--- src/rtl/pal_seq_pkg.sv ---
package pal_seq_pkg;
  typedef enum logic [2:0] {
    BPP_1  = 3'd0,
    BPP_2  = 3'd1,
    BPP_4  = 3'd2,
    BPP_8  = 3'd3,
    BPP_16 = 3'd4
  } bpp_e;

  typedef enum logic [1:0] {
    ST_OFF,
    ST_LOAD,
    ST_RUN
  } seq_st_e;
endpackage

--- src/rtl/pal_len_dec.sv ---
module pal_len_dec
  import pal_seq_pkg::*;
#(
  parameter int DEPTH = 256,
  parameter int CW    = $clog2(DEPTH) + 1
) (
  input  logic [2:0]    bpp_i,
  output logic [CW-1:0] len_o
);
  always_comb begin
    unique case (bpp_e'(bpp_i))
      BPP_1, BPP_2: len_o = CW'(4);
      BPP_4:        len_o = CW'(16);
      BPP_8:        len_o = CW'(DEPTH);
      default:      len_o = '0;  // 16 bpp and unused codes: bypass
    endcase
  end
endmodule

--- src/rtl/pal_unpack.sv ---
module pal_unpack #(
  parameter int DEPTH   = 256,
  parameter int ENTRY_W = 16,
  parameter int WORD_W  = 32,
  localparam int AW     = $clog2(DEPTH),
  localparam int CW     = AW + 1
) (
  input  logic               clk_i,
  input  logic               rst_ni,
  input  logic               clr_i,
  input  logic               active_i,
  input  logic [CW-1:0]      len_i,
  input  logic               valid_i,
  input  logic [WORD_W-1:0]  word_i,
  output logic               ready_o,
  output logic               we_o,
  output logic [AW-1:0]      waddr_o,
  output logic [ENTRY_W-1:0] wdata_o,
  output logic               last_o
);
  localparam int PER = WORD_W / ENTRY_W;
  localparam int PW  = $clog2(PER + 1);

  logic [WORD_W-1:0] buf_q;
  logic [PW-1:0]     left_q;
  logic [CW-1:0]     idx_q;

  assign we_o    = active_i && (left_q != '0);
  assign ready_o = active_i && (left_q == '0) && (idx_q < len_i);
  assign waddr_o = idx_q[AW-1:0];
  assign wdata_o = buf_q[ENTRY_W-1:0];  // lowest half first: little-endian entry order
  assign last_o  = we_o && (idx_q == len_i - CW'(1));

  always_ff @(posedge clk_i or negedge rst_ni) begin
    if (!rst_ni) begin
      buf_q  <= '0;
      left_q <= '0;
      idx_q  <= '0;
    end else if (clr_i) begin
      left_q <= '0;
      idx_q  <= '0;
    end else if (we_o) begin
      buf_q  <= buf_q >> ENTRY_W;
      left_q <= left_q - PW'(1);
      idx_q  <= idx_q + CW'(1);
    end else if (ready_o && valid_i) begin
      buf_q  <= word_i;
      left_q <= PW'(PER);
    end
  end

  AST_IDX_IN_RANGE: assert property (@(posedge clk_i) disable iff (!rst_ni)
    we_o |-> (idx_q < len_i)) else $error("write beyond load length");
  AST_ADDR_ASCENDS: assert property (@(posedge clk_i) disable iff (!rst_ni)
    (we_o && $past(we_o) && !$past(clr_i)) |-> (waddr_o == $past(waddr_o) + AW'(1)))
    else $error("write address not ascending");
endmodule

--- src/rtl/pal_ram.sv ---
module pal_ram #(
  parameter int DEPTH   = 256,
  parameter int ENTRY_W = 16,
  localparam int AW     = $clog2(DEPTH)
) (
  input  logic               clk_i,
  input  logic               rst_ni,
  input  logic               we_i,
  input  logic [AW-1:0]      waddr_i,
  input  logic [ENTRY_W-1:0] wdata_i,
  input  logic [AW-1:0]      raddr_i,
  output logic [ENTRY_W-1:0] rdata_o
);
  logic [ENTRY_W-1:0] mem_q [DEPTH];
  logic [ENTRY_W-1:0] rd_q;

  always_ff @(posedge clk_i) begin
    if (we_i) mem_q[waddr_i] <= wdata_i;
  end

  always_ff @(posedge clk_i or negedge rst_ni) begin
    if (!rst_ni) rd_q <= '0;
    else         rd_q <= mem_q[raddr_i];
  end

  assign rdata_o = rd_q;
endmodule

--- src/rtl/pal_load_seq.sv ---
module pal_load_seq
  import pal_seq_pkg::*;
#(
  parameter int DEPTH   = 256,
  parameter int ENTRY_W = 16,
  parameter int WORD_W  = 32
) (
  input  logic                     clk_i,
  input  logic                     rst_ni,
  input  logic                     en_i,
  input  logic [2:0]               bpp_i,
  input  logic                     reload_i,
  input  logic                     frame_start_i,
  input  logic                     word_valid_i,
  input  logic [WORD_W-1:0]        word_i,
  output logic                     word_ready_o,
  output logic                     pal_we_o,
  output logic [$clog2(DEPTH)-1:0] pal_waddr_o,
  output logic [ENTRY_W-1:0]       pal_wdata_o,
  output logic                     load_done_o,
  output logic                     frame_ok_o,
  input  logic [$clog2(DEPTH)-1:0] pix_idx_i,
  output logic [ENTRY_W-1:0]       pix_color_o
);
  localparam int AW = $clog2(DEPTH);
  localparam int CW = AW + 1;

  seq_st_e       st_q;
  logic [CW-1:0] cfg_len, len_q;
  logic          done_q, start_load, clr, last;

  pal_len_dec #(.DEPTH(DEPTH), .CW(CW)) u_len (
    .bpp_i (bpp_i),
    .len_o (cfg_len)
  );

  // load starts on enable, or on a reloading frame start; never at 16 bpp
  assign start_load = en_i && (cfg_len != '0) &&
                      ((st_q == ST_OFF) || ((st_q == ST_RUN) && frame_start_i && reload_i));
  assign clr = start_load || !en_i;

  pal_unpack #(.DEPTH(DEPTH), .ENTRY_W(ENTRY_W), .WORD_W(WORD_W)) u_unpack (
    .clk_i    (clk_i),
    .rst_ni   (rst_ni),
    .clr_i    (clr),
    .active_i (st_q == ST_LOAD),
    .len_i    (len_q),
    .valid_i  (word_valid_i),
    .word_i   (word_i),
    .ready_o  (word_ready_o),
    .we_o     (pal_we_o),
    .waddr_o  (pal_waddr_o),
    .wdata_o  (pal_wdata_o),
    .last_o   (last)
  );

  pal_ram #(.DEPTH(DEPTH), .ENTRY_W(ENTRY_W)) u_ram (
    .clk_i   (clk_i),
    .rst_ni  (rst_ni),
    .we_i    (pal_we_o),
    .waddr_i (pal_waddr_o),
    .wdata_i (pal_wdata_o),
    .raddr_i (pix_idx_i),
    .rdata_o (pix_color_o)
  );

  always_ff @(posedge clk_i or negedge rst_ni) begin
    if (!rst_ni) begin
      st_q   <= ST_OFF;
      len_q  <= '0;
      done_q <= 1'b0;
    end else begin
      done_q <= 1'b0;
      if (!en_i) begin
        st_q <= ST_OFF;
      end else begin
        unique case (st_q)
          ST_OFF: begin
            if (start_load) begin
              st_q  <= ST_LOAD;
              len_q <= cfg_len;
            end else begin
              st_q <= ST_RUN;
            end
          end
          ST_LOAD: begin
            if (last) begin
              st_q   <= ST_RUN;
              done_q <= 1'b1;
            end
          end
          ST_RUN: begin
            if (start_load) begin
              st_q  <= ST_LOAD;
              len_q <= cfg_len;
            end
          end
          default: st_q <= ST_OFF;
        endcase
      end
    end
  end

  assign load_done_o = done_q;
  assign frame_ok_o  = (st_q == ST_RUN);

  AST_WRITE_GATES_FRAME: assert property (@(posedge clk_i) disable iff (!rst_ni)
    pal_we_o |-> !frame_ok_o) else $error("frame data allowed during load");
  AST_DONE_ONE_CYCLE: assert property (@(posedge clk_i) disable iff (!rst_ni)
    load_done_o |=> !load_done_o) else $error("done pulse too long");
  AST_DONE_AFTER_WRITE: assert property (@(posedge clk_i) disable iff (!rst_ni)
    $rose(load_done_o) |-> $past(pal_we_o)) else $error("done without final write");
  AST_CHANNEL_EXCL: assert property (@(posedge clk_i) disable iff (!rst_ni)
    frame_ok_o |-> !word_ready_o) else $error("palette words taken outside load");
endmodule

--- config.mk ---
export PLATFORM = sky130hd
export DESIGN_NAME = pal_load_seq
export DESIGN_NICKNAME = d
export VERILOG_FILES = /design/src/rtl/pal_seq_pkg.sv /design/src/rtl/pal_len_dec.sv /design/src/rtl/pal_unpack.sv /design/src/rtl/pal_ram.sv /design/src/rtl/pal_load_seq.sv
export SDC_FILE = /design/constraint.sdc
export NUM_CORES = 2
export LEC_CHECK = 0
export BUFFER_PORTS_ARGS = -buffer_cell sky130_fd_sc_hd__clkbuf_2
export CORE_ASPECT_RATIO = 0.5
export CORE_MARGIN = 2
export CORE_UTILIZATION = 40
export DETAILED_ROUTE_END_ITERATION = 7
export SYNTH_ARGS = -nofsm -noshare
export SYNTH_HDL_FRONTEND = slang
export SYNTH_SLANG_ARGS = --single-unit
--- constraint.sdc ---
create_clock -name clk_i -period 4.1 [get_ports clk_i]
set_input_delay 0.82 -clock clk_i [delete_from_list [all_inputs] [get_ports clk_i]]
set_output_delay 0.82 -clock clk_i [all_outputs]
set_load 0.03 [all_outputs]
==> impl_summary.txt <==
----------------------------------------------------
[Timing]
  Maximum clock frequency ... 258 MHz
  Setup repair after global routing missed its margin ... false
  Minimum period implied by the final worst setup slack ... 3.88 ns
  Worst clock skew ... 0.0776 ns
  Remaining max-slew budget at the tightest pin ... 0.0201
  Tcrit/Tclk final ... 0.946
  Final Hold Viols ... 0
  Number of setup violations in the final report ... 0
  Slew at the pin closest to its max-slew limit ... 1.46 ns
  Worst hold slack ... 0.0856 ns
  Final setup margin ... 0.223 ns
  Slew Limit Fails ... 0

[Critical path]
  Ordered list of cells on the worst path ... buf_12 -> buf_12 -> buf_12 -> buf_4 -> mux2i_1 -> o22ai_1 -> a21o_1 -> o21ai_0 -> nor4_1 -> and4_1
  Endpoint of the worst-slack reg-to-reg timing path ... u_ram.mem_q[39][14]$_DFFE_PP_
  Capturing element type of the critical path ... flop
  Endpoint arrival time on the critical path ... 4.74 ns
  Highest fanout seen on the critical path ... 25
  Crit-path max cell delay ... 1.19 ns
  Standard cell with the maximum stage delay on the critical path ... sky130_fd_sc_hd__nor4_1
  Reg2reg path depth ... 6
  R2r startpoint ... u_unpack.idx_q[2]$_DFFE_PN0P_
  Most frequent cell on the critical path ... sky130_fd_sc_hd__buf_12
  Req. time, crit path ... 4.96 ns
  Startpoint types ... input pin
  Worst reg-to-reg setup slack ... 0.56 ns
  Kind of critical path ... input pin to flop

[Layout]
  Number of nets in the layout ... 8480
  Number of filler cells placed in the layout ... 33564
  Non-filler instance count after layout ... 14157
  Fraction of final layout cells with drive strength greater than 1 ... 0.277
  Area growth from synthesis to layout ... 14.7%

[Logic synthesis]
  Portion of the post-synthesis area used by sequential elements ... 0.769
  Top-area cell type share of the netlist area ... 0.759
  Total of flip-flops plus latches after synthesis ... 4161
  Post-Syn Nets ... 7716
  Share of flip-flops with an asynchronous set or reset ... 0.0156
  Most instantiated flip-flop cell in the synthesis netlist ... sky130_fd_sc_hd__edfxtp_1
  Number of synthesis warnings ... 0
  Post-Syn Area ... 162000 sq um
  Leading cell types by total area after synthesis ... sky130_fd_sc_hd__edfxtp_1, sky130_fd_sc_hd__mux4_2, sky130_fd_sc_hd__mux2i_1, sky130_fd_sc_hd__dfrtp_1, sky130_fd_sc_hd__o221ai_1
  Average size of a mapped cell ... 21.2 sq um
  Cell with the most instances after synthesis ... sky130_fd_sc_hd__edfxtp_1
  Number of enable-type register cells in the synthesized netlist ... 4096
  Count of distinct cell types in the synthesized netlist ... 75
  Number of standard cells after synthesis ... 7658
  Cell accounting for the most synthesized area ... sky130_fd_sc_hd__edfxtp_1
  Most common library cells after synthesis ... sky130_fd_sc_hd__edfxtp_1, sky130_fd_sc_hd__mux4_2, sky130_fd_sc_hd__mux2i_1

[GRT]
  First-pass GRT wire length ... 628000 microns
  Total global-route track usage ... 0.214
  Maximum number of pins on one net before global-route repair ... 185
  Via count of the first global-routing pass ... 80064
  Congestion Overflow GR ... 0
  Initial antenna violation count ... 33

[Placement]
  Final weighted congestion in routability-driven placement ... 0.873
  Detailed placement HPWL ... 281000 microns
  IO buf count ... 92
  Total instance count after detailed placement ... 13462
  Pre-CTS setup slack ... -0.492 ns

[Run status]
  Failing checks ... capacitance limit
  Outcome ... finished with violations

[Power and ir drop]
  Worst IR drop on VDD ... 590 uV
  Pleak ... 59.9 nW
  Ratio of total power to cell area ... 548 nW/um^2
  Post-layout power ... 102 mW

[Clocking]
  Depth of the CTS H-tree ... 5
  Clock buffers created by TritonCTS ... 385
  Buffers inserted by post-CTS timing repair ... 0
  Root buffer cell ... sky130_fd_sc_hd__clkbuf_16
  Post-cts resize count ... 0
  Clock tree from TritonCTS ... yes
  Number of sinks handled by clock tree synthesis ... 4161
  Clock transition at path regs ... 0.07 ns
  Clock latency on the worst-skew pair ... 0.94 ns
  Number of buffers inserted by hold repair at cts ... 0
  Buffers from clock root to sink, at most ... 4

[Detailed routing]
  WL per Instance ... 32.0 microns
  Vias per cell ... 5.85
  Vias ... 82846
  Total Wirelength ... 453000 microns
  Drt initial violations ... 11702
  Antenna-violating nets left ... 0
  Iteration count of the initial detailed-routing pass ... 6
  DRC errors left ... 0

[Floorplanning]
  Effective utilization at floorplan ... 0.401
  I/O pin cnt ... 93
  Chip Height ... 454 microns
  Overall die width ... 904 microns
  Core Box Area ... 404000 sq um
  Number of standard-cell rows in the floorplan ... 165
  Total die area ... 410000 sq um

[Min path]
  Hold/Removal Path Class ... input pin to asynchronous set/reset pin

[Job]
  Reported max-cap violation count ... 1

----------------------------------------------------
-- sequential cells by signal, indices dropped and copies added (netlist names) --
register         count
u_ram.mem_q       4096
u_unpack.buf_q      32
u_ram.rdata_o       16
u_unpack.idx_q       9
len_q                3
st_q                 2
u_unpack.left_q      2
load_done_o          1
-- worst max-delay path, delay by kind of cell --
family / cells / cell delay (ns)
simple gates: 2 / 1.54
compound gates: 3 / 1.14
buf+inv: 4 / 1.01
mux: 1 / 0.11
-- report_power, final --
group | internal (mW) | total, mW | switching [mW]
sequential | 53.3 | 54.5 | 1.23
combinational | 2.23 | 11.3 | 9.11
clock | 20.2 | 36.0 | 15.7
-- per-layer routing --
layer | GRT usage | part of all wire | vias to the layer above
met5 | 0 | 0.00028 | -
met4 | 0.0578 | 0.029 | 18
met3 | 0.0411 | 0.092 | 618
met2 | 0.333 | 0.46 | 4105
met1 | 0.311 | 0.42 | 44511
li1 | - | - | 33594
-- cell type report --
type / instances / area, sq um / share of cell area
inverter: 15 / 73.8 / 0.000397
sequential: 4161 / 125000 / 0.671
clock inverter: 215 / 2180 / 0.0117
multi-input combinational: 2998 / 34300 / 0.185
antenna: 7 / 17.5 / 0.0000943
tap: 5427 / 6790 / 0.0365
timing repair buffer: 861 / 7530 / 0.0405
clock buffer: 473 / 10200 / 0.0548
-- placed cells by master, fill, tap and decap left out, types with 130 or more instances in the layout --
| master | instances |
|---|---|
| sky130_fd_sc_hd__mux4_2 | 861 |
| sky130_fd_sc_hd__o22ai_1 | 158 |
| sky130_fd_sc_hd__o221ai_1 | 151 |
| sky130_fd_sc_hd__clkbuf_16 | 393 |
| sky130_fd_sc_hd__nor2_1 | 252 |
| sky130_fd_sc_hd__nand2_1 | 240 |
| sky130_fd_sc_hd__buf_4 | 670 |
| sky130_fd_sc_hd__a21oi_1 | 130 |
| sky130_fd_sc_hd__edfxtp_1 | 4096 |
| sky130_fd_sc_hd__mux2i_1 | 510 |
-- how the worst max path moves through the flow --
| stage | start | to | cells past startpoint |
|---|---|---|---|
| floorplan | u_unpack.buf_q[0]$_DFFE_PN0P_ | pal_wdata_o[0] | 1 |
| global placement | pix_idx_i[1] | u_ram.rdata_o[11]$_DFF_PN0_ | 11 |
| detailed placement | pix_idx_i[0] | u_ram.rdata_o[9]$_DFF_PN0_ | 10 |
| CTS | u_unpack.left_q[0]$_DFFE_PN0P_ | pal_we_o | 6 |
| global route | pix_idx_i[0] | u_ram.rdata_o[9]$_DFF_PN0_ | 11 |
| finish | pix_idx_i[0] | u_ram.rdata_o[9]$_DFF_PN0_ | 10 |
-- kinds of logic after synthesis --
| group | share of synthesized area |
|---|---|
| adders and majority gates | 0.000695 |
| DFF | 0.769 |
| AOI/OAI and AO/OA | 0.0303 |
| and+or+nand+nor | 0.0249 |
| muxes | 0.153 |
| buffers and inverters | 0.0213 |
| xor gates and xnor gates | 0.000487 |
-- per-stage QoR --
stage / util / setup TNS (ns) / area (sq um)
after detailed placement: 0.429 / -2.27 / 173000
after floorplan: - / 0 / 162000
after global routing: 0.460 / 0 / 186000
final: 0.460 / 0 / 186000
after global placement: 0.429 / -2.90 / 173000
after CTS: 0.460 / 0 / 186000
No activity file was read; power rests on OpenSTA's default activity.
